[src/rtl/bsl_pkg.sv]
// Shared sizing for the band-splitting loop controller.
// Assumes: STATE_W > ADC_W and STATE_W > DAC_BITS.
package bsl_pkg;
    localparam int ADC_W    = 8;  // ADC sample width
    localparam int STATE_W  = 9;  // integrator / feedback word width
    localparam int DAC_BITS = 4;  // requantized level width
    localparam int K_W      = 3;  // pole select width
endpackage

[src/rtl/bsl_integrator.sv]
// Leaky integrator (low-pass IIR) of the inner feedback loop.
// Adds the arithmetically shifted sample to the state on each sample strobe
// and saturates at the signed STATE_W limits.
// Assumes: sample_valid is a single-cycle strobe; pole_sel is held static
// or changes only between samples.
module bsl_integrator #(
    parameter int ADC_W   = bsl_pkg::ADC_W,
    parameter int STATE_W = bsl_pkg::STATE_W,
    parameter int K_W     = bsl_pkg::K_W
) (
    input  logic               clk,
    input  logic               rst_n,
    input  logic               sample_valid,
    input  logic [ADC_W-1:0]   adc_sample,
    input  logic [K_W-1:0]     pole_sel,
    output logic [STATE_W-1:0] state_q
);
    localparam int EXT_W = STATE_W + 1;
    localparam logic [STATE_W-1:0] ST_MAX = {1'b0, {(STATE_W-1){1'b1}}};
    localparam logic [STATE_W-1:0] ST_MIN = {1'b1, {(STATE_W-1){1'b0}}};

    logic signed [EXT_W-1:0] samp_ext;
    logic signed [EXT_W-1:0] step_v;
    logic signed [EXT_W-1:0] st_ext;
    logic signed [EXT_W-1:0] sum_v;
    logic [STATE_W-1:0]      state_d;

    assign samp_ext = {{(EXT_W-ADC_W){adc_sample[ADC_W-1]}}, adc_sample};
    assign step_v   = samp_ext >>> pole_sel;
    assign st_ext   = {state_q[STATE_W-1], state_q};
    assign sum_v    = st_ext + step_v;

    // Clamp the widened sum back into the signed state range.
    always_comb begin
        if (sum_v[EXT_W-1] != sum_v[EXT_W-2]) begin
            state_d = sum_v[EXT_W-1] ? ST_MIN : ST_MAX;
        end else begin
            state_d = sum_v[STATE_W-1:0];
        end
    end

    // Integrator state register, advanced only on the sample strobe.
    always_ff @(posedge clk) begin
        if (!rst_n) begin
            state_q <= '0;
        end else if (sample_valid) begin
            state_q <= state_d;
        end
    end
endmodule

[src/rtl/bsl_sd_requant.sv]
// First-order noise-shaping requantizer: STATE_W signed -> DAC_BITS level.
// On each tick it adds the held error to the offset-binary input, keeps the
// low bits as the new error and clamps the level to the top DAC code.
// Assumes: tick is a clock enable at the oversampling rate.
module bsl_sd_requant #(
    parameter int STATE_W  = bsl_pkg::STATE_W,
    parameter int DAC_BITS = bsl_pkg::DAC_BITS
) (
    input  logic                clk,
    input  logic                rst_n,
    input  logic                tick,
    input  logic [STATE_W-1:0]  value_in,
    output logic [DAC_BITS-1:0] level_q
);
    localparam int DROP_W = STATE_W - DAC_BITS;
    localparam int LEVELS = (1 << DAC_BITS) - 1;
    localparam logic [DAC_BITS-1:0] MID   = DAC_BITS'(1 << (DAC_BITS-1));
    localparam logic [DAC_BITS:0]   TOP_W = (DAC_BITS+1)'(LEVELS);

    logic [STATE_W-1:0]  offs_v;
    logic [STATE_W:0]    acc_v;
    logic [DAC_BITS:0]   lvl_raw;
    logic [DAC_BITS-1:0] lvl_d;
    logic [DROP_W-1:0]   err_q;

    assign offs_v  = {~value_in[STATE_W-1], value_in[STATE_W-2:0]};
    assign acc_v   = {1'b0, offs_v} + {{(DAC_BITS+1){1'b0}}, err_q};
    assign lvl_raw = acc_v[STATE_W:DROP_W];

    // Clamp the quotient to the highest DAC level.
    always_comb begin
        lvl_d = (lvl_raw > TOP_W) ? TOP_W[DAC_BITS-1:0] : lvl_raw[DAC_BITS-1:0];
    end

    // Error and level registers, advanced only on the oversampling tick.
    always_ff @(posedge clk) begin
        if (!rst_n) begin
            err_q   <= '0;
            level_q <= MID;
        end else if (tick) begin
            err_q   <= acc_v[DROP_W-1:0];
            level_q <= lvl_d;
        end
    end
endmodule

[src/rtl/bsl_therm_enc.sv]
// Binary level to thermometer code: bit i is set when i < level.
// Assumes: level never exceeds the number of output wires.
module bsl_therm_enc #(
    parameter int DAC_BITS = bsl_pkg::DAC_BITS
) (
    input  logic [DAC_BITS-1:0]        level,
    output logic [(1<<DAC_BITS)-2:0]   therm
);
    localparam int WIRES = (1 << DAC_BITS) - 1;

    for (genvar i = 0; i < WIRES; i++) begin : g_wire
        assign therm[i] = (level > DAC_BITS'(i));
    end
endmodule

[src/rtl/bandsplit_loop_ctrl.sv]
// Inner feedback loop controller of a neural acquisition channel.
// Passes the spike-band sample through, integrates it into the low-band
// feedback word and requantizes that word to a thermometer DAC drive.
// Assumes: sample_valid and sd_tick are single-cycle enables in the clk domain.
module bandsplit_loop_ctrl #(
    parameter int ADC_W    = bsl_pkg::ADC_W,
    parameter int STATE_W  = bsl_pkg::STATE_W,
    parameter int DAC_BITS = bsl_pkg::DAC_BITS,
    parameter int K_W      = bsl_pkg::K_W
) (
    input  logic                        clk,
    input  logic                        rst_n,
    input  logic                        sample_valid,
    input  logic [ADC_W-1:0]            adc_sample,
    input  logic [K_W-1:0]              pole_sel,
    input  logic                        sd_tick,
    output logic [ADC_W-1:0]            spike_out,
    output logic [STATE_W-1:0]          lfp_out,
    output logic [(1<<DAC_BITS)-2:0]    dac_therm
);
    logic [DAC_BITS-1:0] level_w;

    // Spike-band register: holds the most recent ADC sample.
    always_ff @(posedge clk) begin
        if (!rst_n) begin
            spike_out <= '0;
        end else if (sample_valid) begin
            spike_out <= adc_sample;
        end
    end

    bsl_integrator #(.ADC_W(ADC_W), .STATE_W(STATE_W), .K_W(K_W)) integ_i (
        .clk(clk), .rst_n(rst_n), .sample_valid(sample_valid),
        .adc_sample(adc_sample), .pole_sel(pole_sel), .state_q(lfp_out)
    );

    bsl_sd_requant #(.STATE_W(STATE_W), .DAC_BITS(DAC_BITS)) sd_i (
        .clk(clk), .rst_n(rst_n), .tick(sd_tick),
        .value_in(lfp_out), .level_q(level_w)
    );

    bsl_therm_enc #(.DAC_BITS(DAC_BITS)) therm_i (
        .level(level_w), .therm(dac_therm)
    );
endmodule

[config.mk]
export PLATFORM = sky130hd
export DESIGN_NAME = bandsplit_loop_ctrl
export DESIGN_NICKNAME = d
export VERILOG_FILES = /design/src/rtl/bsl_pkg.sv /design/src/rtl/bsl_integrator.sv /design/src/rtl/bsl_sd_requant.sv /design/src/rtl/bsl_therm_enc.sv /design/src/rtl/bandsplit_loop_ctrl.sv
export SDC_FILE = /design/constraint.sdc
export NUM_CORES = 1
export LEC_CHECK = 0
export BUFFER_PORTS_ARGS = -buffer_cell sky130_fd_sc_hd__buf_4
export CORE_ASPECT_RATIO = 1.2
export CORE_MARGIN = 2
export CORE_UTILIZATION = 49
export DETAILED_ROUTE_END_ITERATION = 16
export HOLD_SLACK_MARGIN = 0.02
export PLACE_DENSITY = 0.76
export RECOVER_POWER = 25
export SETUP_SLACK_MARGIN = 0.02
export SKIP_LAST_GASP = 1
export SLEW_MARGIN = 20
export SYNTH_ARGS = -nofsm -noshare
export SYNTH_HDL_FRONTEND = slang
export SYNTH_SLANG_ARGS = --single-unit
[constraint.sdc]
create_clock -name clk -period 2.91 [get_ports clk]
set_input_delay 0.4365 -clock clk [delete_from_list [all_inputs] [get_ports clk]]
set_output_delay 0.4365 -clock clk [all_outputs]
set_load 0.1 [all_outputs]
-- Word level (Yosys, flattened, before mapping)
Index checks and enable logic that the tools add are counted.
- output and inout port bits: 32
- input bits: 15
- word-level logic and storage cells: 28
- flip-flop bits (word level): 26
- shift-type cells: 1
- eq/ne operators: 1
- $lt $le $gt $ge: 16
- mux-type cells: 3
- $add $sub $neg: 2
- bitwise operators: 1
- operators by type and width (cell ; count):
    4-bit > comparator, second input constant ; 7
    9-bit 2-to-1 mux ; 2
    4-bit by 3-bit > comparator with 1-bit output, second input constant ; 4
    9-bit by 10-bit adder with 10-bit output ; 1
    9-bit by 5-bit adder with 10-bit output ; 1
    8-bit by 3-bit >>> shifter with 10-bit output ; 1
    4-bit by 1-bit > comparator with 1-bit output, second input constant ; 2
    4-bit by 2-bit > comparator with 1-bit output, second input constant ; 2
    5-bit by 4-bit > comparator with 1-bit output, second input constant ; 1
    4-bit 2-to-1 mux ; 1
    1-bit inequality test ; 1
    1-bit NOT ; 1

-- Longest topological paths before layout
- depth after elaboration: 4
- depth in mapped cells: 12
- depth with buffers taken out: 11

-- By module
A second synthesis with hierarchy kept.
- cell total of the unflattened synthesis: 235
- area total of the unflattened synthesis: 2044.5 sq um
- modules (own cells, without submodules) (module ; cells an instance ; area an instance (sq um) ; seq. area each (sq um) ; instances):
    bsl_integrator ; 116 ; 965.9 ; 180.2 ; 1
    bsl_sd_requant ; 70 ; 636.9 ; 180.2 ; 1
    bandsplit_loop_ctrl ; 25 ; 301.5 ; 160.2 ; 1
    bsl_therm_enc ; 24 ; 140.1 ; 0.0 ; 1

-- Worst setup path before layout
OpenSTA, ideal clock, no wires.
- path kind: in2reg
- from: input pole_sel[0]
- to: register integ_i.state_q[6]
- setup slack: -0.036 ns
- stages on the path: 12
- arrival time: 2.877 ns
- data required time: 2.841 ns
- setup time: 0.069 ns
- path buffers: 1
- cells stage by stage: buf_2 > mux4_2 > mux2_2 > ha_1 > inv_1 > fa_1 > nand2b_1 > a21oi_4 > o211ai_2 > o211ai_4 > maj3_2 > a21oi_2
- word-level cells in the longest chain between the ends: 4
- elaborated cells on any way between the ends: 5
- classes of those cells: 1 x add/sub; 1 x eq/ne; 1 x shift; 2 x mux
- ends and longest elaborated chain (what ; line ; text):
    from (decl) ; bandsplit_loop_ctrl.sv:15 ; input logic [K_W-1:0] pole_sel,
    8-bit by 3-bit >>> shifter with 10-bit output (*) ; bsl_integrator.sv:29 ; assign step_v = samp_ext >>> pole_sel;
    9-bit by 10-bit adder with 10-bit output (*) ; bsl_integrator.sv:31 ; assign sum_v = st_ext + step_v;
    9-bit 2-to-1 mux or 1-bit inequality test (tied branches) ; bsl_integrator.sv:36, bsl_integrator.sv:35 ;
    9-bit 2-to-1 mux (*) ; bsl_integrator.sv:35 ; if (sum_v[EXT_W-1] != sum_v[EXT_W-2]) begin
    to (signal assigned) ; bsl_integrator.sv:47 ; state_q <= state_d;
    to (decl) ; bsl_integrator.sv:16 ; output logic [STATE_W-1:0] state_q
Every way passes the cells marked *; elsewhere a longest branch is shown, timed or not.
A chain may end at the register's enable or synchronous reset.

-- Final worst setup path
- from: input pole_sel[0]
- to: register integ_i.state_q[7]
The elaborated chain is that of the path after synthesis.

==> results <==
- The deepest clock path buffer count is 2.
- The number of different library cells in the post-synthesis netlist is 39.
- The aggregate routed wire length is between 4000 and 5000 um.
- The number of maximum-capacitance violations is 0.
- In this run the power density over the cells is between 600 and 700 nW/um^2.
- The critical path data arrival time is 2890 ps.
- The design draws about 1.7 mW.
- The type of the setup path with the least slack is primary input to register.
- The number of hold buffers added after CTS was 0.
- The number of detailed-route iterations in the first pass is 4.
- The min-delay analysis places its worst path in the category primary input to register.
- The startpoint of the worst hold path is adc_sample[0].
- The synthesized design contains 0 enable-type register cells.
- The synthesized net count is between 200 and 300.
- In the final routed layout, each cell accounts on average for between 10 and 15 um.
- Counting flops and latches in the post-synthesis netlist gives 26.
- The number of buffers inserted during clock tree synthesis is 3.
- The worst setup path is launched from a primary input.
- The mux share of post-synthesis cell area is 15.8%.
- The depth of the worst register-to-register path is 8.
- The number of slew-limit violations in the final report was 0.
- Summing all flip-flop and latch instances after layout gives between 500 and 600 um^2.
- Dividing the final minimum period by the clock period gives approximately 92%.
- Detailed placement ended at an HPWL of about 3300 um.
- The fraction of synthesis flops using an asynchronous set or reset pin is 0%.
- The static leakage is roughly 1.2 nW.
- Pin placement for this block handled 47 I/O pins.
- The share of the synthesized area in compound gates (AO/OA/AOI/OAI) is ~19%.
- The endpoint with the worst hold slack is spike_out[0].
- The xor/xnor share of the synthesized area is under 10%.
- Along the worst hold path, the cell count comes to 3.
- The number of hold violations in the final report was 0.
- TritonCTS built the clock tree.
- The flow ran to the end, and the final reports show no timing, DRC or antenna violations.
- The share of cells above drive strength 1 is between 30% and 40%.
- The most common library cell in the layout ignoring fill and taps is buf_4.
- Gates resized during post-CTS repair numbered 0.
- The met2 routed wirelength is roughly 2200 um.
- The number of global-route vias before repair is 1689.
- The number of warning messages in the yosys log is 0.
- The count of buffers from port buffering is 46.
- The required time of the worst setup path is between 3000 and 4000 ps.
- In this run the critical register-to-register path is launched from integ_i.state_q[1].
- For this configuration, the core starts out at a cell density of approximately half.
- The number of inserted filler cells in the final layout is between 300 and 400.
- The post-place setup slack is -32.0 ps.
- In this run the worst path has a maximum fanout of 8.
- The worst stage delay on the critical path is slightly above 500 ps.
- Clock skew on the completed layout was measured at roughly 2.2 ps.
- The register-to-register setup slack is 680 ps.
- Clock-pin slew was measured on the worst setup and hold paths at approximately 90 ps.
- The placed instance count is about 340.
- The met3 wirelength from detailed routing is about 140 um.
- Summing over every cut layer, the via total after detailed routing is roughly 1800.
- The synthesized area per cell is around 8.9 um^2.
- The floorplan die area is just under 5000 um^2.
- The final weighted congestion in routability-driven placement is about 0.83.
- The slowest cell on the critical path is mux4_2.
- The normalized max-slew margin is roughly 8.1%.
- For the pin with the worst max-slew slack, the measured transition is approximately 1400 ps.
- The maximum resistive drop on vdd is 0.242 mV.
- The share of synthesized cell area in and, or, nand and nor gates is around 17%.
- The global-route wire length before repair is roughly 7400 um.
- The iteration-0 DRC count of the detailed router is ~60.
- The count of final setup violators is 0.
- By area, the combinational part of the netlist is dominated by compound AO/OA/AOI/OAI gates.
- For this run, the register share of the synthesized area comes to between 20 and 25%.
- The post-layout worst setup margin is around 230 ps.
- The most used flip-flop cell after synthesis is dfxtp_1.
- The floorplan has 26 rows.
- The post-layout minimum cycle time is ~2700 ps.
- The number of antenna violations at the first check in global routing is 0.
- The final global-route overflow total is 0.
- The repair_antennas step left the layout with diodes totalling 0.
- The top cell types in the final layout, fill and taps aside, are 49 x buf_4, 26 x dfxtp_1, 22 x nand2_1.
- Excluding fillers, the count of instances in the completed layout stands at 340.
- Summing all multi-input logic gate instances after layout gives between 1000 and 1500 um^2.
- Entering global routing, the biggest net connects 27 pins.
- CTS built an H-tree with a depth of 1.
- Summing the areas of all fa, ha and maj instances in the mapped netlist gives 14.4% of the synthesized area.
- The die is 76.0 um tall.
- The CTS root buffer is clkbuf_8.
- The floorplan step set the die width to about 64 um.
- The worst slack on hold paths is between 400 and 500 ps.
- The number of nets still failing antenna checks after routing is 0.
- For this run, the top clock speed supported by timing is between 300 and 400 MHz.
- The clock reaches the later pin of the worst-skew pair after approximately 280 ps.
- The mapped netlist covers between 2000 and 2500 um^2.
- The detailed router put a total of around 1800 um of wire on met1.
- In the routed design, unresolved DRC markers number 0.
- The critical path goes through buf_4, mux4_2, mux2_2, ha_1, inv_1, fa_1, nand2b_1, a21oi_4, o211ai_2, o211ai_4, maj3_2, a21oi_2.
- The setup fix buffers added after clock tree synthesis is 0.
- The reg-to-reg endpoint is integ_i.state_q[7].
- The number of nets in the final layout is about 320.
- The core region is around 4200 um^2.
- The gate count after technology mapping is approximately 240.
- The via-per-instance ratio is ~5.2.
- The global-route total usage across every layer is a little under a fifth.
- The total number of clock tree sinks is 26.
- Setup repair after global routing left no endpoint under its margin.
- The endpoint kind of the worst setup timing path is a register.
- The area growth from synthesis to layout is 20.9%.
- Signal routing reaches up to met4.
==> cell usage after synthesis, drive strengths merged (5+ instances only) <==
| cell | count | share of area (%) |
|---|---|---|
| a21o | 5 | 1.8 |
| a21oi | 24 | 8.7 |
| clkbuf | 11 | 2.9 |
| dfxtp | 26 | 25 |
| ha | 14 | 8.3 |
| inv | 8 | 1.4 |
| maj3 | 8 | 4.3 |
| mux2i | 21 | 9.9 |
| nand2 | 23 | 4.2 |
| nor2 | 20 | 3.5 |
| nor2b | 16 | 4.7 |
| o21ai | 20 | 4.7 |
| xor2 | 5 | 2.1 |
==> power breakdown <==
| part | total, mW | leakage (nW) | internal [mW] | switching (mW) |
|---|---|---|---|---|
| Sequential | 0.449 | 0.215 | 0.399 | 0.0509 |
| Combinational | 0.955 | 0.911 | 0.327 | 0.628 |
| Clock | 0.304 | 0.0357 | 0.184 | 0.120 |
==> registers in the layout (all words and copies together) (netlist names) <==
register and cells:
integ_i.state_q 9, sd_i.err_q 5, sd_i.level_q 4, spike_out 8
==> final cells by class <==
cell class | instances | area share (%)
clock buffer | 3 | 1.61
clock inverter | 1 | 1.17
inverter | 8 | 1.17
sequential | 26 | 20.3
tap | 56 | 2.74
timing repair buffer | 55 | 15.2
multi-input combinational | 191 | 57.7
==> worst max path at each step <==
stage                startpoint                  to  slack, ps  cells after the start
floorplan           pole_sel[0]  integ_i.state_q[6]         20                     12
detailed placement  pole_sel[0]  integ_i.state_q[7]        -30                     12
finish              pole_sel[0]  integ_i.state_q[7]        230                     12
CTS                 pole_sel[0]  integ_i.state_q[7]        220                     12
global route        pole_sel[0]  integ_i.state_q[7]         70                     12
global placement    pole_sel[0]  integ_i.state_q[7]         20                     12
==> per-stage QoR <==
step	util [%]	instance area, um^2	setup TNS (ps)
after global placement	59.8	2510	0
after global routing	61.0	2560	0
final	61.0	2560	0
after detailed placement	59.8	2510	-153
after CTS	61.5	2580	0
after floorplan	-	2120	0
==> critical path, delay by kind of cell <==
| family | cells | cell delay (ps) |
|---|---|---|
| muxes | 2 | 790 |
| AOI/OAI and AO/OA | 4 | 590 |
| buffers and inverters | 2 | 190 |
| adders and majority gates | 3 | 720 |
| and+or+nand+nor | 1 | 170 |
==> kinds of logic (layout without fill, tap and decap cells) <==
logic type	after synthesis	after routing
DFF	26	26
adders and majority gates	24	24
muxes	28	28
xor gates and xnor gates	8	8
and+or+nand+nor	74	74
buffers and inverters	22	67
AOI/OAI and AO/OA	57	57
==> metal layers <==
metal  vias to the layer above  global-route usage [%]
met2                        32                    34.7
met1                       818                    21.8
met4                         0                    6.30
met5                         -                       0
met3                         5                    1.92
li1                        928                       -
(Power assumes the default switching activity.)
